==> src/rtl/pwrdn_pkg.sv <==
// Shared types for the power-down sequencer.
// Assumes: one clock domain for every consumer of these types.
package pwrdn_pkg;
    typedef enum logic [1:0] {
        ST_RUN       = 2'd0,
        ST_ASLEEP    = 2'd1,
        ST_OSC_START = 2'd2,
        ST_EXEC_NEXT = 2'd3
    } pd_state_e;
endpackage

==> src/rtl/bit_sync2.sv <==
// Two-flop synchroniser bank, one chain per bit.
// Assumes: inputs are level or pulses at least one clock period wide.
module bit_sync2 #(
    parameter int WIDTH = 1
) (
    input  logic             clk,
    input  logic             rst_n,
    input  logic [WIDTH-1:0] d_async,
    output logic [WIDTH-1:0] q_sync
);
    genvar gi;
    generate
        for (gi = 0; gi < WIDTH; gi++) begin : g_chain
            logic meta_q;
            logic stab_q;
            // Two-stage capture of one asynchronous bit.
            always_ff @(posedge clk) begin
                if (!rst_n) begin
                    meta_q <= 1'b0;
                    stab_q <= 1'b0;
                end else begin
                    meta_q <= d_async[gi];
                    stab_q <= meta_q;
                end
            end
            assign q_sync[gi] = stab_q;
        end
    endgenerate
endmodule

==> src/rtl/cycle_timer.sv <==
// One-shot cycle counter: expire is high in the LEN-th cycle after start.
// Assumes: LEN >= 1; abort wins over start.
module cycle_timer #(
    parameter int LEN = 16
) (
    input  logic clk,
    input  logic rst_n,
    input  logic start,
    input  logic abort,
    output logic expire
);
    localparam int CW = (LEN > 1) ? $clog2(LEN) : 1;
    localparam logic [CW-1:0] LAST = CW'(LEN - 1);

    logic [CW-1:0] cnt_q;
    logic          run_q;

    // Count from zero up to LAST while running, then stop.
    always_ff @(posedge clk) begin
        if (!rst_n || abort) begin
            run_q <= 1'b0;
            cnt_q <= '0;
        end else if (start) begin
            run_q <= 1'b1;
            cnt_q <= '0;
        end else if (run_q) begin
            if (cnt_q == LAST) run_q <= 1'b0;
            else               cnt_q <= cnt_q + 1'b1;
        end
    end

    assign expire = run_q && (cnt_q == LAST);

    // the timer stops right after it expires unless restarted.
    assert_timer_stops_R5: assert property (@(posedge clk) disable iff (!rst_n)
        (expire && !start) |=> !run_q);
endmodule

==> src/rtl/pwrdn_ctrl.sv <==
// Power-down control FSM: accepts or rejects the halt, tracks the status
// bits, selects the wake cause and sequences the release of the core.
// Assumes: flag_s, wdt_s and ext_s are already synchronised to clk.
module pwrdn_ctrl
    import pwrdn_pkg::*;
#(
    parameter int               N_SRC     = 4,
    parameter logic [N_SRC-1:0] WAKE_MASK = '1
) (
    input  logic             clk,
    input  logic             rst_n,
    input  logic             sleep_stb,
    input  logic             clrwdt_stb,
    input  logic [N_SRC-1:0] int_en,
    input  logic [N_SRC-1:0] flag_s,
    input  logic             gie,
    input  logic             wdt_s,
    input  logic             ext_s,
    input  logic             start_done,
    input  logic             exec_done,
    output logic             start_go,
    output logic             exec_go,
    output logic             core_halt,
    output logic             osc_en,
    output logic             wdt_clr,
    output logic             wake_pulse,
    output logic             vector_req,
    output logic             pd_bit,
    output logic             to_bit
);
    pd_state_e state_q, state_d;
    logic pending, wake_irq, sleep_ok, leave_sleep, awake, exec_last;
    logic vec_arm_q;

    // Decode pending and wake conditions from enables and flags.
    always_comb begin
        pending     = |(int_en & flag_s);
        wake_irq    = |(int_en & flag_s & WAKE_MASK);
        awake       = (state_q == ST_RUN) || (state_q == ST_EXEC_NEXT);
        sleep_ok    = (state_q == ST_RUN) && sleep_stb && !pending && !ext_s;
        leave_sleep = (state_q == ST_ASLEEP) && (wake_irq || wdt_s) && !ext_s;
        start_go    = leave_sleep;
        exec_go     = (state_q == ST_OSC_START) && start_done && !ext_s;
        exec_last   = (state_q == ST_EXEC_NEXT) && exec_done && !ext_s;
    end

    // Next-state selection; external reset always returns to run.
    always_comb begin
        state_d = state_q;
        if (ext_s) begin
            state_d = ST_RUN;
        end else begin
            case (state_q)
                ST_RUN:       if (sleep_ok)    state_d = ST_ASLEEP;
                ST_ASLEEP:    if (leave_sleep) state_d = ST_OSC_START;
                ST_OSC_START: if (exec_go)     state_d = ST_EXEC_NEXT;
                ST_EXEC_NEXT: if (exec_last)   state_d = ST_RUN;
                default:                       state_d = ST_RUN;
            endcase
        end
    end

    // State register.
    always_ff @(posedge clk) begin
        if (!rst_n) state_q <= ST_RUN;
        else        state_q <= state_d;
    end

    // Status bits: halt clears PD and sets TO, watchdog clear sets both,
    // a watchdog wake clears TO; external reset leaves them alone.
    always_ff @(posedge clk) begin
        if (!rst_n) begin
            pd_bit <= 1'b1;
            to_bit <= 1'b1;
        end else if (sleep_ok) begin
            pd_bit <= 1'b0;
            to_bit <= 1'b1;
        end else if (leave_sleep && wdt_s) begin
            to_bit <= 1'b0;
        end else if (clrwdt_stb && awake && !ext_s) begin
            pd_bit <= 1'b1;
            to_bit <= 1'b1;
        end
    end

    // Registered one-cycle pulses towards watchdog and core.
    always_ff @(posedge clk) begin
        if (!rst_n) begin
            wdt_clr    <= 1'b0;
            wake_pulse <= 1'b0;
            vector_req <= 1'b0;
        end else begin
            wdt_clr    <= sleep_ok || (clrwdt_stb && awake && !ext_s);
            wake_pulse <= exec_go;
            vector_req <= exec_last && vec_arm_q;
        end
    end

    // Remember at wake time whether the core must vector afterwards.
    always_ff @(posedge clk) begin
        if (!rst_n || ext_s) vec_arm_q <= 1'b0;
        else if (leave_sleep) vec_arm_q <= wake_irq && gie;
    end

    assign core_halt = (state_q == ST_ASLEEP) || (state_q == ST_OSC_START);
    assign osc_en    = (state_q != ST_ASLEEP);

    // an accepted halt freezes the core and updates the status bits.
    assert_halt_entry_R2: assert property (@(posedge clk) disable iff (!rst_n)
        ((state_q == ST_RUN) && sleep_stb && !pending && !ext_s)
        |=> (core_halt && !osc_en && !pd_bit && to_bit && wdt_clr));
    // the watchdog clear never lasts two cycles.
    assert_clr_single_R2: assert property (@(posedge clk) disable iff (!rst_n)
        wdt_clr |=> !wdt_clr);
    // a pending interrupt makes the strobe a no-op.
    assert_noop_R3: assert property (@(posedge clk) disable iff (!rst_n)
        ((state_q == ST_RUN) && sleep_stb && pending && !ext_s && !clrwdt_stb)
        |=> (!core_halt && !wdt_clr && pd_bit == $past(pd_bit) && to_bit == $past(to_bit)));
    // a watchdog wake clears the time-out flag.
    assert_wdt_wake_R7: assert property (@(posedge clk) disable iff (!rst_n)
        ((state_q == ST_ASLEEP) && wdt_s && !ext_s) |=> (!to_bit && osc_en));
    // external reset releases the core and keeps the oscillator on.
    assert_ext_release_R8: assert property (@(posedge clk) disable iff (!rst_n)
        ext_s |=> (!core_halt && osc_en));
    // the vector request is a single pulse seen by a running core.
    assert_vec_pulse_R6: assert property (@(posedge clk) disable iff (!rst_n)
        vector_req |-> (!core_halt && $past(!core_halt)) ##1 !vector_req);
endmodule

==> src/rtl/pwrdn_seq.sv <==
// Top of the power-down sequencer: synchronises the asynchronous inputs,
// runs the control FSM and the two release timers.
// Assumes: clk is free-running while the main oscillator is stopped.
module pwrdn_seq #(
    parameter int               N_SRC          = 4,
    parameter logic [N_SRC-1:0] WAKE_MASK      = 4'b0111,
    parameter int               STARTUP_CYCLES = 16,
    parameter int               INSTR_CYCLES   = 4
) (
    input  logic             clk,
    input  logic             rst_n,
    input  logic             ext_rst,
    input  logic             sleep_stb,
    input  logic             clrwdt_stb,
    input  logic [N_SRC-1:0] int_en,
    input  logic [N_SRC-1:0] int_flag,
    input  logic             gie,
    input  logic             wdt_timeout,
    output logic             core_halt,
    output logic             osc_en,
    output logic             core_reset,
    output logic             wdt_clr,
    output logic             wake_pulse,
    output logic             vector_req,
    output logic             pd_bit,
    output logic             to_bit
);
    localparam int SW = N_SRC + 2;

    logic [SW-1:0]    sync_q;
    logic [N_SRC-1:0] flag_s;
    logic             wdt_s, ext_s;
    logic             start_go, start_done, exec_go, exec_done;

    bit_sync2 #(.WIDTH(SW)) sync_i (
        .clk     (clk),
        .rst_n   (rst_n),
        .d_async ({ext_rst, wdt_timeout, int_flag}),
        .q_sync  (sync_q)
    );

    assign flag_s     = sync_q[N_SRC-1:0];
    assign wdt_s      = sync_q[N_SRC];
    assign ext_s      = sync_q[N_SRC+1];
    assign core_reset = ext_s;

    pwrdn_ctrl #(.N_SRC(N_SRC), .WAKE_MASK(WAKE_MASK)) ctrl_i (
        .clk        (clk),
        .rst_n      (rst_n),
        .sleep_stb  (sleep_stb),
        .clrwdt_stb (clrwdt_stb),
        .int_en     (int_en),
        .flag_s     (flag_s),
        .gie        (gie),
        .wdt_s      (wdt_s),
        .ext_s      (ext_s),
        .start_done (start_done),
        .exec_done  (exec_done),
        .start_go   (start_go),
        .exec_go    (exec_go),
        .core_halt  (core_halt),
        .osc_en     (osc_en),
        .wdt_clr    (wdt_clr),
        .wake_pulse (wake_pulse),
        .vector_req (vector_req),
        .pd_bit     (pd_bit),
        .to_bit     (to_bit)
    );

    cycle_timer #(.LEN(STARTUP_CYCLES)) osc_tmr_i (
        .clk    (clk),
        .rst_n  (rst_n),
        .start  (start_go),
        .abort  (ext_s),
        .expire (start_done)
    );

    cycle_timer #(.LEN(INSTR_CYCLES)) exec_tmr_i (
        .clk    (clk),
        .rst_n  (rst_n),
        .start  (exec_go),
        .abort  (ext_s),
        .expire (exec_done)
    );

    // a wake pulse only ever follows a halt that the oscillator ended.
    assert_wake_after_halt_R4: assert property (@(posedge clk) disable iff (!rst_n)
        wake_pulse |-> ($past(core_halt) && !core_halt && osc_en));
    // a stopped oscillator always means a frozen core.
    assert_osc_halt_R5: assert property (@(posedge clk) disable iff (!rst_n)
        !osc_en |-> core_halt);
endmodule

==> config.mk <==
export PLATFORM = sky130hd
export DESIGN_NAME = pwrdn_seq
export DESIGN_NICKNAME = d
export VERILOG_FILES = /design/src/rtl/pwrdn_pkg.sv /design/src/rtl/bit_sync2.sv /design/src/rtl/cycle_timer.sv /design/src/rtl/pwrdn_ctrl.sv /design/src/rtl/pwrdn_seq.sv
export SDC_FILE = /design/constraint.sdc
export NUM_CORES = 1
export LEC_CHECK = 0
export BUFFER_PORTS_ARGS = -buffer_cell sky130_fd_sc_hd__buf_2
export CORE_UTILIZATION = 40
export DETAILED_ROUTE_END_ITERATION = 16
export PLACE_DENSITY = 0.67
export SYNTH_ARGS = -nofsm -noshare
export SYNTH_HDL_FRONTEND = slang
export SYNTH_SLANG_ARGS = --single-unit
==> constraint.sdc <==
create_clock -name clk -period 2.2 [get_ports clk]
set_input_delay 0.33 -clock clk [delete_from_list [all_inputs] [get_ports clk]]
set_output_delay 0.33 -clock clk [all_outputs]
set_load 0.03 [all_outputs]
=== After elaboration in Yosys (flattened, before gate mapping) ===
Index checks and enable logic that the tools add are counted.
W data, S select, Z words.

* Logic and storage cells: 92
* Input bits: 15
* Flip-flop bits (word level): 28

* Muxes and demuxes: 15
* Reduce and logical (&&, ||, !) cells: 37
* Add/subtract/negate cells: 2
* Bitwise logic cells: 4
* Equal/unequal tests: 11

{| class="wikitable"
|+ Operators with widths
! cell !! number
|-
| $logic_and A1 B1 Y1 || 16
|-
| $ne A2 B1 Y1 const B || 6
|-
| $mux W1 || 10
|-
| $mux W2 || 4
|-
| $pmux W2 S4 || 1
|-
| $reduce_or A2 Y1 || 4
|-
| $eq A2 B2 Y1 const B || 3
|-
| $reduce_and A2 Y1 || 3
|-
| $logic_or A1 B1 Y1 || 5
|-
| $add A4 B1 Y4 const B || 1
|-
| $and A4 B4 Y4 || 1
|-
| $eq A4 B4 Y1 const B || 1
|-
| $reduce_and A4 Y1 || 1
|-
| $reduce_bool A2 Y1 || 2
|-
| $reduce_or A4 Y1 || 1
|-
| $logic_not A1 Y1 || 3
|-
| $not A1 Y1 || 3
|-
| $reduce_or A3 Y1 || 1
|-
| $add A2 B1 Y2 const B || 1
|-
| $eq A2 B1 Y1 const B || 1
|-
| $logic_not A2 Y1 || 1
|}

=== Depth between registers and ports, before layout ===
* Depth in word-level cells: 8
* Depth in mapped cells: 6
* Mapped depth without buffers: 6

=== Modules after synthesis ===
A second synthesis with hierarchy kept.

* Cells, all modules: 125
* Area, all modules: 1,207.4 um2

{| class="wikitable"
|+ Modules (own cells, without submodules)
! module !! cells each !! area each (um2) !! sequential area each (um2) !! times used
|-
| pwrdn_ctrl || 54 || 461.7 || 160.2 || 1
|-
| bit_sync2 || 31 || 381.6 || 240.2 || 1
|-
| cycle_timer at osc_tmr_i || 27 || 230.2 || 100.1 || 1
|-
| cycle_timer at exec_tmr_i || 13 || 133.9 || 60.1 || 1
|}

=== Worst setup path before layout ===
Ideal clock, no wire load.

* Kind: input port to flip-flop
* Start point: in int_en[2]
* End point: reg ctrl_i.state_q[0]
* Arrival: 1.402 ns
* Setup time: 0.072 ns
* Data required time: 2.128 ns
* Setup slack: 0.726 ns
* Stages on the path: 4
* Cell sequence: a222oi_1 -> a31o_1 -> o2111a_2 -> mux2i_1

* Cells in the longest elaborated chain, start to end: 7
* Elaborated cells on any way between the ends: 12
* Classes of those cells: 2 x eq/ne; 1 x bitwise; 9 x reduce/logical

{| class="wikitable"
|+ Ends and longest elaborated chain
! element !! RTL line !! RTL
|-
| from (decl) || pwrdn_seq.sv:15 || <nowiki>input logic [N_SRC-1:0] int_en,</nowiki>
|-
| $and A4 B4 Y4 * || pwrdn_ctrl.sv:38 || <nowiki>wake_irq = |(int_en & flag_s & WAKE_MASK);</nowiki>
|-
| $reduce_or A4 Y1 or $reduce_or A3 Y1 (tied branches) || pwrdn_ctrl.sv:37, pwrdn_ctrl.sv:38 ||
|-
| $logic_not A1 Y1 or $logic_or A1 B1 Y1 (tied branches) || pwrdn_ctrl.sv:40, pwrdn_ctrl.sv:41 ||
|-
| $logic_and A1 B1 Y1 (on tied branches) (2 in series) || pwrdn_ctrl.sv:40, pwrdn_ctrl.sv:41 ||
|-
| $ne A2 B1 Y1 (no line) || - ||
|-
| $reduce_and A4 Y1 (no line) * || - ||
|-
| to (signal assigned) || pwrdn_ctrl.sv:66 || <nowiki>else state_q <= state_d;</nowiki>
|-
| to (decl) || pwrdn_ctrl.sv:31 || <nowiki>pd_state_e state_q, state_d;</nowiki>
|}

Mark *: on every way between the ends. The rest lies on a longest branch, timed or not.
A chain may end at the register's enable or synchronous reset.

=== Worst setup path after layout ===
* Start point: reg ctrl_i.state_q[1]
* End point: out osc_en

* Cells in the longest elaborated chain, start to end: 1

{| class="wikitable"
|+ Ends and longest elaborated chain
! element !! RTL line !! RTL
|-
| $ne A2 B1 Y1 || pwrdn_ctrl.sv:106 || <nowiki>assign osc_en = (state_q != ST_ASLEEP);</nowiki>
|-
| to (decl) || pwrdn_seq.sv:20 || <nowiki>output logic osc_en,</nowiki>
|}

No other way between the ends.

==> metrics.txt <==
DP Wirelength 1444 um; Crit. End Element output port; most common cell after layout, fill and taps aside dfxtp_1; latest clock arrival within the worst-skew pair 0.31 ns; Clock Path Buffers 2; CTS tree built; Post-synth EDFFs 0; die width 54.32 um; Seq/Total Area, Yosys 0.5120; Avg Cell Area, Syn 9.775 um^2; first-pass GRT wire length 3146 um; starting density of the core 0.4340; fin crit share 0.7651; Max-slew headroom 0.5660; startpoint types flop; Hold Path Class primary input to flop; Reg2Reg Setup Slack 0.57 ns; worst-margin pin slew 0.6510 ns; Remaining DRCs 0; crit path kind flop to output port; Ports 23; CTS resizes 0; DR vias/cell 4.976; largest net degree at the start of global routing 19; Synth Warn # 0; Root Buffer clkbuf_4; pre-CTS setup slack 0.4469 ns; DR iter-0 viols 14; die area 2950 um^2; Critical Path AT 1.35 ns; Final #Nets 159; Area Growth Syn to Fin 17.60%; post-route setup slack 0.5169 ns; total gr overflow 0; Synth Register Bits 28; # hold bufs at CTS 0; worst endpoint required time 1.87 ns; Top FF cell, synth dfxtp_1; post-synth cell types 29; Initial DRT Pass Iterations 4; Critical Path Fanout Max 5; cell area after placement 1235 um^2; htree depth 1; final critical-path required period 1.683 ns; clk slew on worst S/H paths 0.15 ns; RSZ-0062 raised after global routing no; hold slack 0.2045 ns; crit path launch ctrl_i.state_q[1]; vias in the first global route 799; Worst Skew 0.004767 ns; GRT Total Usage 0.1503; initial antenna violation count 0; Final Util 0.5104; wire per inst 11.17 um; Worst R2R Start sync_i.g_chain[2].stab_q; Fin. Hold Viols 0; critical hold path startpoint wdt_timeout; Peak VDD IR 512.2 uV; total number of vias 826; asr flop ratio synth 0; Mapped Cells 112; leakage 0.0005525 uW; fin. max-slew vios 0; most frequent cells in the layout 28 x dfxtp_1, 22 x buf_2, 13 x and2_1, 10 x nand2_1, 7 x ha_1; n_diodes 0; setup tns final 0 ns; max cap viols 0; CTS Sinks 28; CTS buffer count 3; fin area 1287 um^2; RD Place Congestion 0.7875; CORE AREA 2522 um^2; post-route ant nets 0; Max Freq 0.5941 GHz; Die H 54.32 um; final WL 1855 um; setup bufs post-CTS 0; power per cell area 898.0 nW/um^2; synthesized area 1095 um^2; Buffers on Ports 22; Setup violations, final 0; outcome completed; layout cells sized above 1 0.2132; row count 18; syn nets 134
## power by group
part	internal, uW	switching [uW]	total (uW)	leakage, uW
Clock	184	143	327	0.0000279
Sequential	541	22.3	563	0.000229
Combinational	108	158	266	0.000295
Total	833	323	1160	0.000552
## synth_stat cells (2+ instances only)
cell type	count	area (um^2)
nand3_1	4	20.02
nor2b_1	2	12.51
a21oi_1	6	30.03
mux2i_1	3	30.03
dfxtp_1	28	560.5
inv_1	5	18.77
xor2_1	2	17.52
nor2_1	6	22.52
ha_1	7	87.58
and2_1	13	81.33
nand2_1	10	37.54
nor3_1	5	25.02
o21ai_0	4	20.02
clkbuf_1	2	7.510
## worst max-delay path: stages (launching register included)
cell and delay (ns):
dfxtp_1 0.41, inv_1 0.10, ha_1 0.19, inv_1 0.13, buf_2 0.22
## sequential cells by signal, indices dropped and copies added, names as in the netlist
signal                 flops
ctrl_i.wake_pulse          1
ctrl_i.wdt_clr             1
ctrl_i.vec_arm_q           1
ctrl_i.vector_req          1
ctrl_i.pd_bit              1
ctrl_i.state_q             2
osc_tmr_i.run_q            1
sync_i.g_chain.meta_q      6
sync_i.g_chain.stab_q      6
exec_tmr_i.run_q           1
osc_tmr_i.cnt_q            4
ctrl_i.to_bit              1
exec_tmr_i.cnt_q           2
## routing by layer
layer  routed length, um  global-route usage  vias to the layer above
met5                   0                   0                        -
met4                  34             0.08547                        0
met3                  57             0.03333                        4
met2                 913              0.2642                       14
met1                 850              0.1647                      380
li1                    -                   -                      428
## cells by family (layout without fill, tap and decap cells)
logic type / count (synthesis) / count (layout) / synth area share
and+or+nand+nor: 48 / 48 / 0.2354
DFF: 28 / 28 / 0.5120
AOI/OAI and AO/OA: 16 / 16 / 0.09715
adders and majority gates: 7 / 7 / 0.08000
buffers and inverters: 7 / 31 / 0.02400
xor gates and xnor gates: 3 / 3 / 0.02400
muxes: 3 / 3 / 0.02743
## through the flow
stage	power, uW	instances
floorplan	772.0	112
global placement	832.5	162
detailed placement	841.1	162
CTS	1175	166
global route	1222	166
finish	1156	166
## worst paths after layout
path                                                 end  cells past startpoint
worst max-delay path                              osc_en                      4
worst min-delay path            sync_i.g_chain[4].meta_q                      2
worst max register to register         ctrl_i.state_q[1]                      4
worst min register to register  sync_i.g_chain[0].stab_q                      1
## layout make-up
| class | count | area (um^2) |
|---|---|---|
| fill | 243 | 1235 |
| sequential | 28 | 560.5 |
| multi-input combinational | 77 | 508.0 |
| timing repair buffer | 22 | 110.1 |
| tap | 30 | 37.54 |
| clock inverter | 1 | 30.03 |
| clock buffer | 3 | 22.52 |
| inverter | 5 | 18.77 |
Note: power is estimated with default switching activity, not from simulation.
